`src/rtl/digit_mux_pkg.sv`:
```
package digit_mux_pkg;
  typedef logic [3:0] nib_t;

  // number of lit sixteenths for an intensity code; capped at 15
  function automatic logic [4:0] duty_steps(input nib_t code);
    logic [4:0] n;
    n = {1'b0, code} + 5'd1;
    if (n > 5'd15) n = 5'd15;
    return n;
  endfunction
endpackage

```
`src/rtl/dmx_slot_timer.sv`:
```
module dmx_slot_timer #(
  parameter int SLOT_CYCLES = 800,
  localparam int CYC_W = $clog2(SLOT_CYCLES)
) (
  input  logic             clk,
  input  logic             rst_n,
  input  logic             hold,
  output logic [CYC_W-1:0] cyc,
  output logic             slot_end,
  output logic             last_step
);
  localparam int STEP = SLOT_CYCLES / 16;
  localparam logic [CYC_W-1:0] LAST_CYC = CYC_W'(SLOT_CYCLES - 1);
  localparam logic [CYC_W-1:0] GAP_START = CYC_W'(SLOT_CYCLES - STEP);

  always_ff @(posedge clk or negedge rst_n) begin
    if (!rst_n)        cyc <= '0;
    else if (hold)     cyc <= '0;
    else if (slot_end) cyc <= '0;
    else               cyc <= cyc + 1'b1;
  end

  assign slot_end  = (cyc == LAST_CYC);
  assign last_step = (cyc >= GAP_START);

  a_r2_cyc_in_range: assert property (@(posedge clk) disable iff (!rst_n)
    cyc <= LAST_CYC);
  a_r2_slot_restarts: assert property (@(posedge clk) disable iff (!rst_n)
    slot_end |=> (cyc == '0));
endmodule

```
`src/rtl/dmx_sequencer.sv`:
```
module dmx_sequencer #(
  parameter int NUM_DIGITS = 8,
  localparam int IDX_W = $clog2(NUM_DIGITS)
) (
  input  logic             clk,
  input  logic             rst_n,
  input  logic             hold,
  input  logic             slot_end,
  input  logic [IDX_W-1:0] scan_limit,
  output logic [IDX_W-1:0] idx,
  output logic [IDX_W-1:0] lim_q,
  output logic             wrap
);
  localparam logic [IDX_W-1:0] MAX_IDX = IDX_W'(NUM_DIGITS - 1);

  logic [IDX_W-1:0] lim_clamped;
  assign lim_clamped = (scan_limit > MAX_IDX) ? MAX_IDX : scan_limit;
  assign wrap = slot_end && (idx == lim_q);

  always_ff @(posedge clk or negedge rst_n) begin
    if (!rst_n) begin
      idx   <= '0;
      lim_q <= '0;
    end else if (hold) begin
      idx   <= '0;
      lim_q <= lim_clamped;
    end else if (slot_end) begin
      if (wrap) begin
        idx   <= '0;
        lim_q <= lim_clamped;
      end else begin
        idx <= idx + 1'b1;
      end
    end
  end

  a_r1_idx_within_limit: assert property (@(posedge clk) disable iff (!rst_n)
    idx <= lim_q);
  a_r2_idx_steady_in_slot: assert property (@(posedge clk) disable iff (!rst_n)
    (!slot_end && !hold) |=> $stable(idx));
  a_r7_limit_held_mid_scan: assert property (@(posedge clk) disable iff (!rst_n)
    (!wrap && !hold) |=> $stable(lim_q));
endmodule

```
`src/rtl/dmx_pwm_gate.sv`:
```
module dmx_pwm_gate
  import digit_mux_pkg::*;
#(
  parameter int NUM_DIGITS = 8,
  parameter int SLOT_CYCLES = 800,
  localparam int IDX_W = $clog2(NUM_DIGITS),
  localparam int CYC_W = $clog2(SLOT_CYCLES)
) (
  input  logic                    hold,
  input  logic [CYC_W-1:0]        cyc,
  input  logic [IDX_W-1:0]        idx,
  input  logic                    int_mode,
  input  nib_t                    glob_int,
  input  logic [4*NUM_DIGITS-1:0] dig_int,
  output nib_t                    code,
  output logic                    seg_en
);
  localparam int STEP = SLOT_CYCLES / 16;

  logic [CYC_W:0] on_cycles;

  assign code      = int_mode ? dig_int[idx*4 +: 4] : glob_int;
  assign on_cycles = (CYC_W+1)'(int'(duty_steps(code)) * STEP);
  assign seg_en    = !hold && ({1'b0, cyc} < on_cycles);
endmodule

```
`src/rtl/digit_mux_pwm.sv`:
```
module digit_mux_pwm
  import digit_mux_pkg::*;
#(
  parameter int NUM_DIGITS = 8,
  parameter int SLOT_CYCLES = 800,
  localparam int IDX_W = $clog2(NUM_DIGITS),
  localparam int CYC_W = $clog2(SLOT_CYCLES)
) (
  input  logic                    clk,
  input  logic                    rst_n,
  input  logic                    shutdown,
  input  logic [IDX_W-1:0]        scan_limit,
  input  logic                    int_mode,
  input  logic [3:0]              glob_int,
  input  logic [4*NUM_DIGITS-1:0] dig_int,
  output logic [NUM_DIGITS-1:0]   dig_n,
  output logic                    seg_en,
  output logic [IDX_W-1:0]        dig_idx
);
  logic [CYC_W-1:0] cyc;
  logic             slot_end;
  logic             last_step;
  logic [IDX_W-1:0] idx;
  logic [IDX_W-1:0] lim_q;
  logic             wrap;
  nib_t             code;

  dmx_slot_timer #(.SLOT_CYCLES(SLOT_CYCLES)) u_timer (
    .clk(clk), .rst_n(rst_n), .hold(shutdown),
    .cyc(cyc), .slot_end(slot_end), .last_step(last_step)
  );

  dmx_sequencer #(.NUM_DIGITS(NUM_DIGITS)) u_seq (
    .clk(clk), .rst_n(rst_n), .hold(shutdown), .slot_end(slot_end),
    .scan_limit(scan_limit), .idx(idx), .lim_q(lim_q), .wrap(wrap)
  );

  dmx_pwm_gate #(.NUM_DIGITS(NUM_DIGITS), .SLOT_CYCLES(SLOT_CYCLES)) u_pwm (
    .hold(shutdown), .cyc(cyc), .idx(idx), .int_mode(int_mode),
    .glob_int(glob_int), .dig_int(dig_int), .code(code), .seg_en(seg_en)
  );

  for (genvar k = 0; k < NUM_DIGITS; k++) begin : g_drive
    assign dig_n[k] = !(!shutdown && (idx == IDX_W'(k)));
  end

  assign dig_idx = idx;

  a_r4_gap_dark: assert property (@(posedge clk) disable iff (!rst_n)
    last_step |-> !seg_en);
  a_r3_slot_opens_lit: assert property (@(posedge clk) disable iff (!rst_n)
    (cyc == '0 && !shutdown) |-> seg_en);
  a_r8_shutdown_dark: assert property (@(posedge clk) disable iff (!rst_n)
    shutdown |-> (&dig_n && !seg_en));
  a_r8_parked_after_shutdown: assert property (@(posedge clk) disable iff (!rst_n)
    shutdown |=> (idx == '0 && cyc == '0));
endmodule

```
`config.mk`:
```
export PLATFORM = sky130hd
export DESIGN_NAME = digit_mux_pwm
export DESIGN_NICKNAME = d
export VERILOG_FILES = /design/src/rtl/digit_mux_pkg.sv /design/src/rtl/dmx_slot_timer.sv /design/src/rtl/dmx_sequencer.sv /design/src/rtl/dmx_pwm_gate.sv /design/src/rtl/digit_mux_pwm.sv
export SDC_FILE = /design/constraint.sdc
export NUM_CORES = 1
export LEC_CHECK = 0
export BUFFER_PORTS_ARGS = -buffer_cell sky130_fd_sc_hd__buf_2
export CAP_MARGIN = 0
export CORE_MARGIN = 3
export CORE_UTILIZATION = 52
export CTS_CLUSTER_DIAMETER = 40
export CTS_CLUSTER_SIZE = 28
export DETAILED_ROUTE_END_ITERATION = 12
export GPL_TIMING_DRIVEN = 0
export PLACE_DENSITY = 0.77
export SLEW_MARGIN = 20
export SYNTH_ARGS = -nofsm -noshare
export SYNTH_HDL_FRONTEND = slang
export SYNTH_SLANG_ARGS = --single-unit
```
`constraint.sdc`:
```
create_clock -name clk -period 5.9 [get_ports clk]
set_clock_uncertainty 0.05 [all_clocks]
set_input_delay 0.885 -clock clk [delete_from_list [all_inputs] [get_ports clk]]
set_output_delay 0.885 -clock clk [all_outputs]
set_load 0.02 [all_outputs]
```
Word-level counts from Yosys, hierarchy flattened
Index checks and enable logic that the tools add are counted.
{"block": "word_totals", "out_inout_bits": 12, "regBits": 16, "inputBits": 43}
{"block": "classes", "multipliers": 1, "n_shift": 1, "n_eq_ne": 9, "add_sub_neg": 3, "magnitude_cmp": 3, "mux": 11, "n_reduce_logical": 23}
{"cell": "32-bit by 6-bit variable part select with 4-bit output", "n": 1}
{"cell": "3-bit two-way mux", "n": 7}
{"cell": "10-bit two-way mux", "n": 2}
{"cell": "3-bit == test (second input constant)", "n": 4}
{"cell": "10-bit by 11-bit less-than comparator with 1-bit output", "n": 1}
{"cell": "10-bit by 1-bit adder with 10-bit output (second input constant)", "n": 1}
{"cell": "10-bit == test (second input constant)", "n": 1}
{"cell": "1-bit logical AND", "n": 10}
{"cell": "5-bit by 5-bit multiplier with 10-bit output (second input constant)", "n": 1}
{"cell": "1-bit logical NOT", "n": 9}
{"cell": "3-bit by 2-bit == test with 1-bit output (second input constant)", "n": 2}
{"cell": "4-bit by 1-bit adder with 5-bit output (second input constant)", "n": 1}
{"cell": "5-bit by 4-bit greater-than comparator with 1-bit output (second input constant)", "n": 1}
{"cell": "5-bit two-way mux", "n": 1}
{"cell": "4-bit two-way mux", "n": 1}
{"cell": "2-bit nonzero test", "n": 2}
{"cell": "3-bit by 1-bit adder with 3-bit output (second input constant)", "n": 1}
{"cell": "3-bit by 1-bit == test with 1-bit output (second input constant)", "n": 1}
{"cell": "3-bit == test", "n": 1}
{"cell": "3-bit greater-than comparator (second input constant)", "n": 1}
{"cell": "3-bit logical NOT", "n": 1}
{"cell": "2-bit AND reduction", "n": 1}

Logic depth before layout (Yosys ltp)
Gate-level depths: netlist (run 1).
{"block": "depth", "word_depth": 8, "mapped_depth": 21, "mapped_depth_nobuf": 19}

Cells and area by module
A second synthesis (run 1) with hierarchy kept.
{"block": "hier_totals", "hier_cells": 194, "area_unflattened_um2": 1848.0}
{"mod": "dmx_pwm_gate", "cells_each": 104, "area_each_um2": 925.9, "seq_area_each_um2": 0.0, "instances": 1}
{"mod": "dmx_slot_timer", "cells_each": 55, "area_each_um2": 538.0, "seq_area_each_um2": 250.2, "instances": 1}
{"mod": "dmx_sequencer", "cells_each": 27, "area_each_um2": 304.0, "seq_area_each_um2": 150.1, "instances": 1}
{"mod": "digit_mux_pwm", "cells_each": 8, "area_each_um2": 80.1, "seq_area_each_um2": 0.0, "instances": 1}

Worst setup path after synthesis (run 1)
Ideal clock, no wire load.
{"block": "synth_timing", "kind": "input to output", "startpoint": "input port dig_int[13]", "endpoint": "output port seg_en", "t_arrival_ns": 4.775, "t_required_ns": 4.965, "stages": 18, "setup_slack_ns": 0.190, "path_cell_list": "mux4_2 > nand2_1 > a31oi_1 > ha_1 > and3b_1 > or2_1 > ha_1 > ha_1 > ha_1 > fa_1 > a31oi_1 > xor2_1 > ha_1 > and3_1 > a221oi_1 > o21bai_1 > nor3_1 > a211o_1"}
{"block": "synth_via", "elab_chain_len": 8}
{"element": "start: declaration", "line_no": "digit_mux_pwm.sv:15", "rtl": "input logic [4*NUM_DIGITS-1:0] dig_int,"}
{"element": "32-bit by 6-bit variable part select with 4-bit output *", "line_no": "dmx_pwm_gate.sv:22", "rtl": "assign code = int_mode ? dig_int[idx*4 +: 4] : glob_int;"}
{"element": "4-bit two-way mux *", "line_no": "dmx_pwm_gate.sv:22"}
{"element": "4-bit by 1-bit adder with 5-bit output *", "line_no": "digit_mux_pkg.sv:7", "rtl": "n = {1'b0, code} + 5'd1;"}
{"element": "5-bit by 4-bit greater-than comparator with 1-bit output", "line_no": "digit_mux_pkg.sv:8", "rtl": "if (n > 5'd15) n = 5'd15;"}
{"element": "5-bit two-way mux *", "line_no": "digit_mux_pkg.sv:8"}
{"element": "5-bit by 5-bit multiplier with 10-bit output *", "line_no": "dmx_pwm_gate.sv:23", "rtl": "assign on_cycles = (CYC_W+1)'(int'(duty_steps(code)) * STEP);"}
{"element": "10-bit by 11-bit less-than comparator with 1-bit output *", "line_no": "dmx_pwm_gate.sv:24", "rtl": "assign seg_en = !hold && ({1'b0, cyc} < on_cycles);"}
{"element": "1-bit logical AND *", "line_no": "dmx_pwm_gate.sv:24"}
{"element": "end: declaration", "line_no": "digit_mux_pwm.sv:17", "rtl": "output logic seg_en,"}
Every way passes the cells marked *; elsewhere a longest branch is shown, timed or not.

Worst setup path in the final report (run 1)
Ends and elaborated chain as after synthesis.

==> results of run 1 <==
==> how the worst max path moves through the flow <==
stage	start	to	slack (ns)	depth (start not counted)
final	dig_int[13]	seg_en	-0.01	20
after global routing	u_seq.idx[0]	seg_en	-0.23	20
after CTS	dig_int[29]	seg_en	-0.08	20
after detailed placement	dig_int[13]	seg_en	-0.30	20
after global placement	dig_int[13]	seg_en	-0.26	20
after floorplan	dig_int[13]	seg_en	0.19	18
==> metal layers <==
| metal | share of wire, % | wire length (µm) |
|---|---|---|
| met3 | 1.6 | 66 |
| met1 | 45 | 1790 |
| met4 | 0.97 | 39 |
| met5 | 0 | 0 |
| met2 | 53 | 2120 |
==> worst reg2reg max path, delay by kind of cell (launching register included) <==
| kind | cells | cell delay, ns |
|---|---|---|
| flops | 1 | 0.43 |
| mux | 1 | 0.37 |
| simple gates | 2 | 0.32 |
| compound gates | 1 | 0.27 |
| fa+ha+maj | 1 | 0.24 |
| buf+inv | 2 | 0.13 |
==> power by group <==
group	switching [W]	internal (W)	leakage, nW
clock network	0.0000332	0.0000376	0.0210
logic	0.0000990	0.000104	0.917
registers	0.00000364	0.000113	0.214
==> Yosys cell counts (all sizes together), types with 3 or more instances <==
master / number / area, µm²
nand4: 3 / 18.8
a31oi: 4 / 31.3
xnor2: 5 / 43.8
ha: 33 / 413
buf: 4 / 50.1
a22oi: 6 / 45.0
nor2: 20 / 75.1
xor2: 11 / 96.3
nand2b: 4 / 25.0
inv: 13 / 48.8
nand2: 7 / 26.3
mux2i: 13 / 130
nand3: 6 / 30.0
nand3b: 6 / 45.0
and3: 3 / 18.8
mux2: 4 / 45.0
dfrtp: 16 / 400
a21oi: 5 / 25.0
nor3: 5 / 25.0
==> area by class of cell <==
type / count / area (µm²) / area share (%)
repair buffers: 61 / 348 / 14.7
clock buffers: 4 / 36.3 / 1.53
inverters: 13 / 48.8 / 2.06
multi-input cells: 161 / 1430 / 60.1
flip-flops and latches: 16 / 400 / 16.9
well taps: 44 / 55.1 / 2.32
plain buffers: 6 / 57.6 / 2.43
==> cell families (layout without fill, tap and decap cells) <==
kind of cell    after synthesis  count (layout)  share of synthesized area, %
xor+xnor                     16              16                          7.70
other cells                   1               3                         0.206
mux                          19              19                          12.1
buf+inv                      19              84                          5.84
flops                        16              16                          22.0
fa+ha+maj                    34              34                          23.8
simple gates                 64              64                          18.4
compound gates               25              25                          9.97
==> registers in the layout, summed over array words and instances, names as in the netlist <==
register and flops:
u_seq.idx 3, u_timer.cyc 10, u_seq.lim_q 3
==> metrics by stage <==
step	hold WS [ns]	util (%)	setup TNS [ns]	std cells
after detailed placement	0.437	67.2	-0.298	294
after global placement	0.426	67.2	-0.259	294
after global routing	0.448	74.0	-0.235	305
final	0.439	74.0	-0.0117	305
after CTS	0.449	72.3	-0.0783	305
after floorplan	0.405	-	0	196
==> repair_timing <==
| action | in CTS | in global routing |
|---|---|---|
| setup buffers | 7 | 0 |
| hold buffers | 0 | 0 |
| endpoints found under the setup margin | 1 | 1 |
| pin swaps | 12 | 16 |
| gates resized for setup | 15 | 10 |
==> metrics, run 1 <==
all-layer global routing usage=19.1%; Port Buf Inserts=54; crit-path max FO=4; Area after DPL=2150 µm²; GR Util met2=33.9%; # fillers=266; CP peak stage delay=0.47 ns; first-pass GRT wire length=6.56 mm; Final Hold Vio Count=0; DRT iter0 DRCs=48; Clock transition at path regs=0.09 ns; Pwr Total=0.000391 W; RSZ-0062 raised after global routing=true; area grow syn2layout=30.2%; worst setup path category=in -> out; CTS sink count=16; R2R depth=7; Final min period=5.91 ns; Synth Instances=194; Final setup viols=1; grt total ovfl=0; Worst R2R End=u_seq.lim_q[1]; fin nets=339; Pins Over Slew Limit=0; fin crit share=100%; drc violations=0; Die X=65.2 µm; flip-flop and latch count after synthesis=16; IO Count=55; Core Rows=20; final instance area=2370 µm²; crit end category=primary output; Synth Cell Area=1820 µm²; Post-DRT Antenna Nets=0; Setup WS post-layout=-0.0117 ns; PD cells=165 nW/µm²; drt via density=5.21; achievable frequency=169 MHz; FFs w/ async S/R, synth=100%; CP cell instances=buf_6 -> mux4_2 -> nand2_2 -> a31oi_4 -> ha_4 -> and3b_1 -> or2_1 -> ha_1 -> ha_1 -> ha_2 -> fa_2 -> a31oi_4 -> xor2_1 -> ha_1 -> and3_4 -> a221oi_2 -> o21bai_2 -> nor3_2 -> a211o_1 -> buf_6; Worst-Skew Late Latency=0.28 ns; Max H-tree Level=1; Post-Route WL=4.02 mm; number of max-cap violations=0; CP required=4.97 ns; initial antenna violation count=0; initial core utilization=56.8%; Bufs and invs on worst path=2; vias in the first global route=1529; Crit-path slowest cell=mux4_2; worst-margin pin slew=0.493 ns; Cell variety after synth=43; CTS tree=done; data arrival time of the worst path=4.98 ns; status=finished with violations; EDFF count, synth=0; Syn. warnings=0; largest net degree at the start of global routing=17; most common cell after layout, fill and taps aside=buf_2; ANT cells=0; Avg Inst Size Synth=9.38 µm²; CP most frequent cell=ha_1; share of layout cells above drive strength 1=35.6%; Initial DRT Pass Iterations=4; Place WS=-0.298 ns; worst r2r src=u_timer.cyc[1]; GR Layer Usage met3=1.71%; Post-DP HPWL=3.25 mm; total number of vias=1589; Die Area=4250 µm²; gpl congestion=0.798; element type at the critical path start=input pin; Worst VDD drop=0.143 mV; drt wl/cell=13.2 µm; CTS buffer count=3; hold crit path type=in -> async; Slew HR=67.0%; die extent in y=65.2 µm; reg2reg setup slack=3.98 ns; Clock Tree Root=clkbuf_4; failing checks=setup timing; GRT Max-Usage Layer=met2; Clock Tree Buf Depth=2; grt met1 use=25.3%; Leak=1.15 nW; Top delay family on crit path=adder cells; top_reg_cell synth=dfrtp_1; core region area=3200 µm²; post-synthesis sequential area ratio=22.0%; most frequent cells in the layout=buf_2 (50), ha_1 (30), nor2_1 (19)
Note: power is estimated with default switching activity, not from simulation.
==> run 2, diff against run 1 <==
--- a/config.mk
+++ b/config.mk
@@ -13,7 +13,7 @@
 export CTS_CLUSTER_SIZE = 28
 export DETAILED_ROUTE_END_ITERATION = 12
 export GPL_TIMING_DRIVEN = 0
-export PLACE_DENSITY = 0.77
+export PLACE_DENSITY = 0.85
 export SLEW_MARGIN = 20
 export SYNTH_ARGS = -nofsm -noshare
 export SYNTH_HDL_FRONTEND = slang
==> run 2 against run 1 <==
Effect of this change:
- the flow now finishes without violations
- clock power shrank 22%
- critical path depth unchanged
- power rose by 1.2%
- first-iteration DRC count is 35% higher
- worst hold slack better by 0.0035 ns
- global-route usage increased by 0.37 points
- routed wire length up 8.7%
- die area is the same
- worst setup slack better by 0.11 ns
- combinational power up 10%
- register-to-register slack improved by 0.05 ns
- count of clock-buffer cells in the layout decreased by 1
- largest cell class unchanged
- largest power group unchanged
- highest routed layer unchanged
==> metrics, run 2 (synthesis gave the netlist of run 1 again) <==
status=finished, final reports clean; most frequent cells in the layout=buf_2 (50), ha_1 (24), nor2_1 (19); IO Count=55 (unchanged); element type at the critical path start=input pin; Pins Over Slew Limit=0 (unchanged); Pwr Total=0.000396 W (+1.2%); CTS buffer count=3 (unchanged); gpl congestion=0.800 (+0.24%); core region area=3200 µm² (unchanged); reg2reg setup slack=4.03 ns (+0.05 ns); total number of vias=1668 (+5.0%); initial core utilization=56.8% (unchanged); Top Layer Used=met4; worst hold slack=0.442 ns (+0.00350 ns); Port Buf Inserts=54 (unchanged); Clock Tree Root=clkbuf_4; switch share=35.3% (+0.57 points); met2 WL post-DR=2.23 mm (+4.9%); drt wl/cell=14.3 µm (+8.7%); fin nets=340 (+0.29%); first-pass GRT wire length=6.69 mm (+2.0%); Clock transition at path regs=0.08 ns (about the same); number of flip-flops under the largest register name=10 (unchanged); setup TNS=0 ns (+0.0117 ns); Post-DP HPWL=3.14 mm (-3.5%); crit end category=primary output; final instance area=2460 µm² (+3.7%); number of max-cap violations=0 (unchanged); Initial DRT Pass Iterations=4 (unchanged); footprint of the multi-input gates=1520 µm² (+6.6%); clock share of power=13.9% (-4.2 points); vias in the first global route=1589 (+3.9%); share of layout cells above drive strength 1=37.9% (+2.3 points); Setup WS post-layout=0.101 ns (+0.112 ns); Leak=1.14 nW (-0.70%); initial antenna violation count=0 (unchanged); area grow syn2layout=35.1%; Post-DRT Antenna Nets=0 (unchanged); hold crit path type=in -> async; CTS tree=done; net switching power=0.000140 W (+2.8%); Core Rows=20 (unchanged); Die X=65.2 µm (unchanged); Final Hold Vio Count=0 (unchanged); CTS sink count=16 (unchanged); PD cells=161 nW/µm² (-2.4%); fin crit share=98.3% (-1.9 points); Post-Route WL=4.37 mm (+8.7%); largest net degree at the start of global routing=17 (unchanged); all-layer global routing usage=19.5% (+0.37 points); data arrival time of the worst path=4.86 ns (-0.12 ns); area occupied by registers=400 µm² (unchanged); DRT iter0 DRCs=65 (+35%); # fillers=238 (-11%); most common cell after layout, fill and taps aside=buf_2; M1 WL=1.77 mm (-1.4%); worst setup path category=in -> out; Final min period=5.80 ns (-0.112 ns); CP required=4.97 ns (about the same); sequential power share=29.5% (-0.4 points); Biggest register=u_timer.cyc; Routed met3 length=277 µm (+320%); ANT cells=0 (unchanged); Area after DPL=2150 µm² (unchanged); Max H-tree Level=1 (unchanged); grt total ovfl=0 (unchanged); Place WS=-0.319 ns (-0.0218 ns); drc violations=0 (unchanged); Worst VDD drop=0.150 mV (+4.6%); crit-path max FO=4 (unchanged); biggest regs=u_timer.cyc: 10 flops, u_seq.idx: 3 flops, u_seq.lim_q: 3 flops; R2R depth=7 (unchanged); Int Power=0.000256 W (+0.29%); Worst-Skew Late Latency=0.28 ns (about the same); RSZ-0062 raised after global routing=true; Logic pwr share=56.5% (+4.5 points); Die Area=4250 µm² (unchanged); die extent in y=65.2 µm (unchanged); drt via density=5.47 (+5.0%); achievable frequency=172 MHz (+1.9%); Final setup viols=0 (-1); Clock Tree Buf Depth=2 (unchanged)
-- run 2: repair_timing --
action	4_1_cts	5_1_grt
hold buffers	0	0
resized for setup	14	22
endpoints found under the setup margin	1	1
buffers inserted	5	3
pin swaps	18	16
-- run 2: path summary, 6_finish.rpt --
check / startpoint / to
worst max-delay path: dig_int[5] / seg_en
worst min-delay path: rst_n / u_seq.idx[1]
worst max register to register: u_timer.cyc[0] / u_seq.lim_q[2]
worst min register to register: u_timer.cyc[0] / u_timer.cyc[0]
max in group asynchronous: rst_n / u_timer.cyc[8]
min in group clk: u_timer.cyc[0] / u_timer.cyc[0]
-- run 2: final cells by class --
type,instances,area share (%)
Inverter,13,1.98
Timing Repair Buffer,62,14.5
Buffer,6,2.34
Clock buffer,3,0.916
Tap cell,44,2.24
Multi-Input combinational cell,161,61.8
Sequential cell,16,16.3
-- run 2: per-stage QoR --
step | instances | utilization [%]
global placement | 294 | 67.2
floorplan | 196 | -
finish | 305 | 76.8
detailed placement | 294 | 67.2
CTS | 302 | 71.2
global route | 305 | 76.8
-- run 2: metal layers --
| layer | global-route usage (%) | up-vias |
|---|---|---|
| met2 | 35.7 | 51 |
| li1 | - | 829 |
| met5 | 0 | - |
| met4 | 4.15 | 0 |
| met3 | 3.25 | 9 |
| met1 | 23.7 | 779 |
-- run 2: worst max-delay path, stage by stage --
cell and delay, ns:
buf_2 0.11, mux4_2 0.46, nand2_2 0.09, a31oi_4 0.12, ha_4 0.20, and3b_1 0.21, or2_4 0.26, ha_4 0.22
ha_4 0.22, ha_4 0.16, fa_2 0.34, a31oi_2 0.14, xor2_1 0.19, ha_1 0.27, and3_4 0.16, a221oi_2 0.22
o21bai_1 0.12, nor3_1 0.16, a211o_1 0.18, buf_6 0.12
-- run 2: power groups by stage --
stage	clock network (W)	registers, W	logic [W]
6_report	0.0000551	0.000117	0.000224
2_1_floorplan	0	0.000118	0.000114
3_3_place_gp	0	0.000119	0.000149
3_5_place_dp	0	0.000119	0.000155
5_1_grt	0.0000633	0.000117	0.000256
4_1_cts	0.0000578	0.000117	0.000179
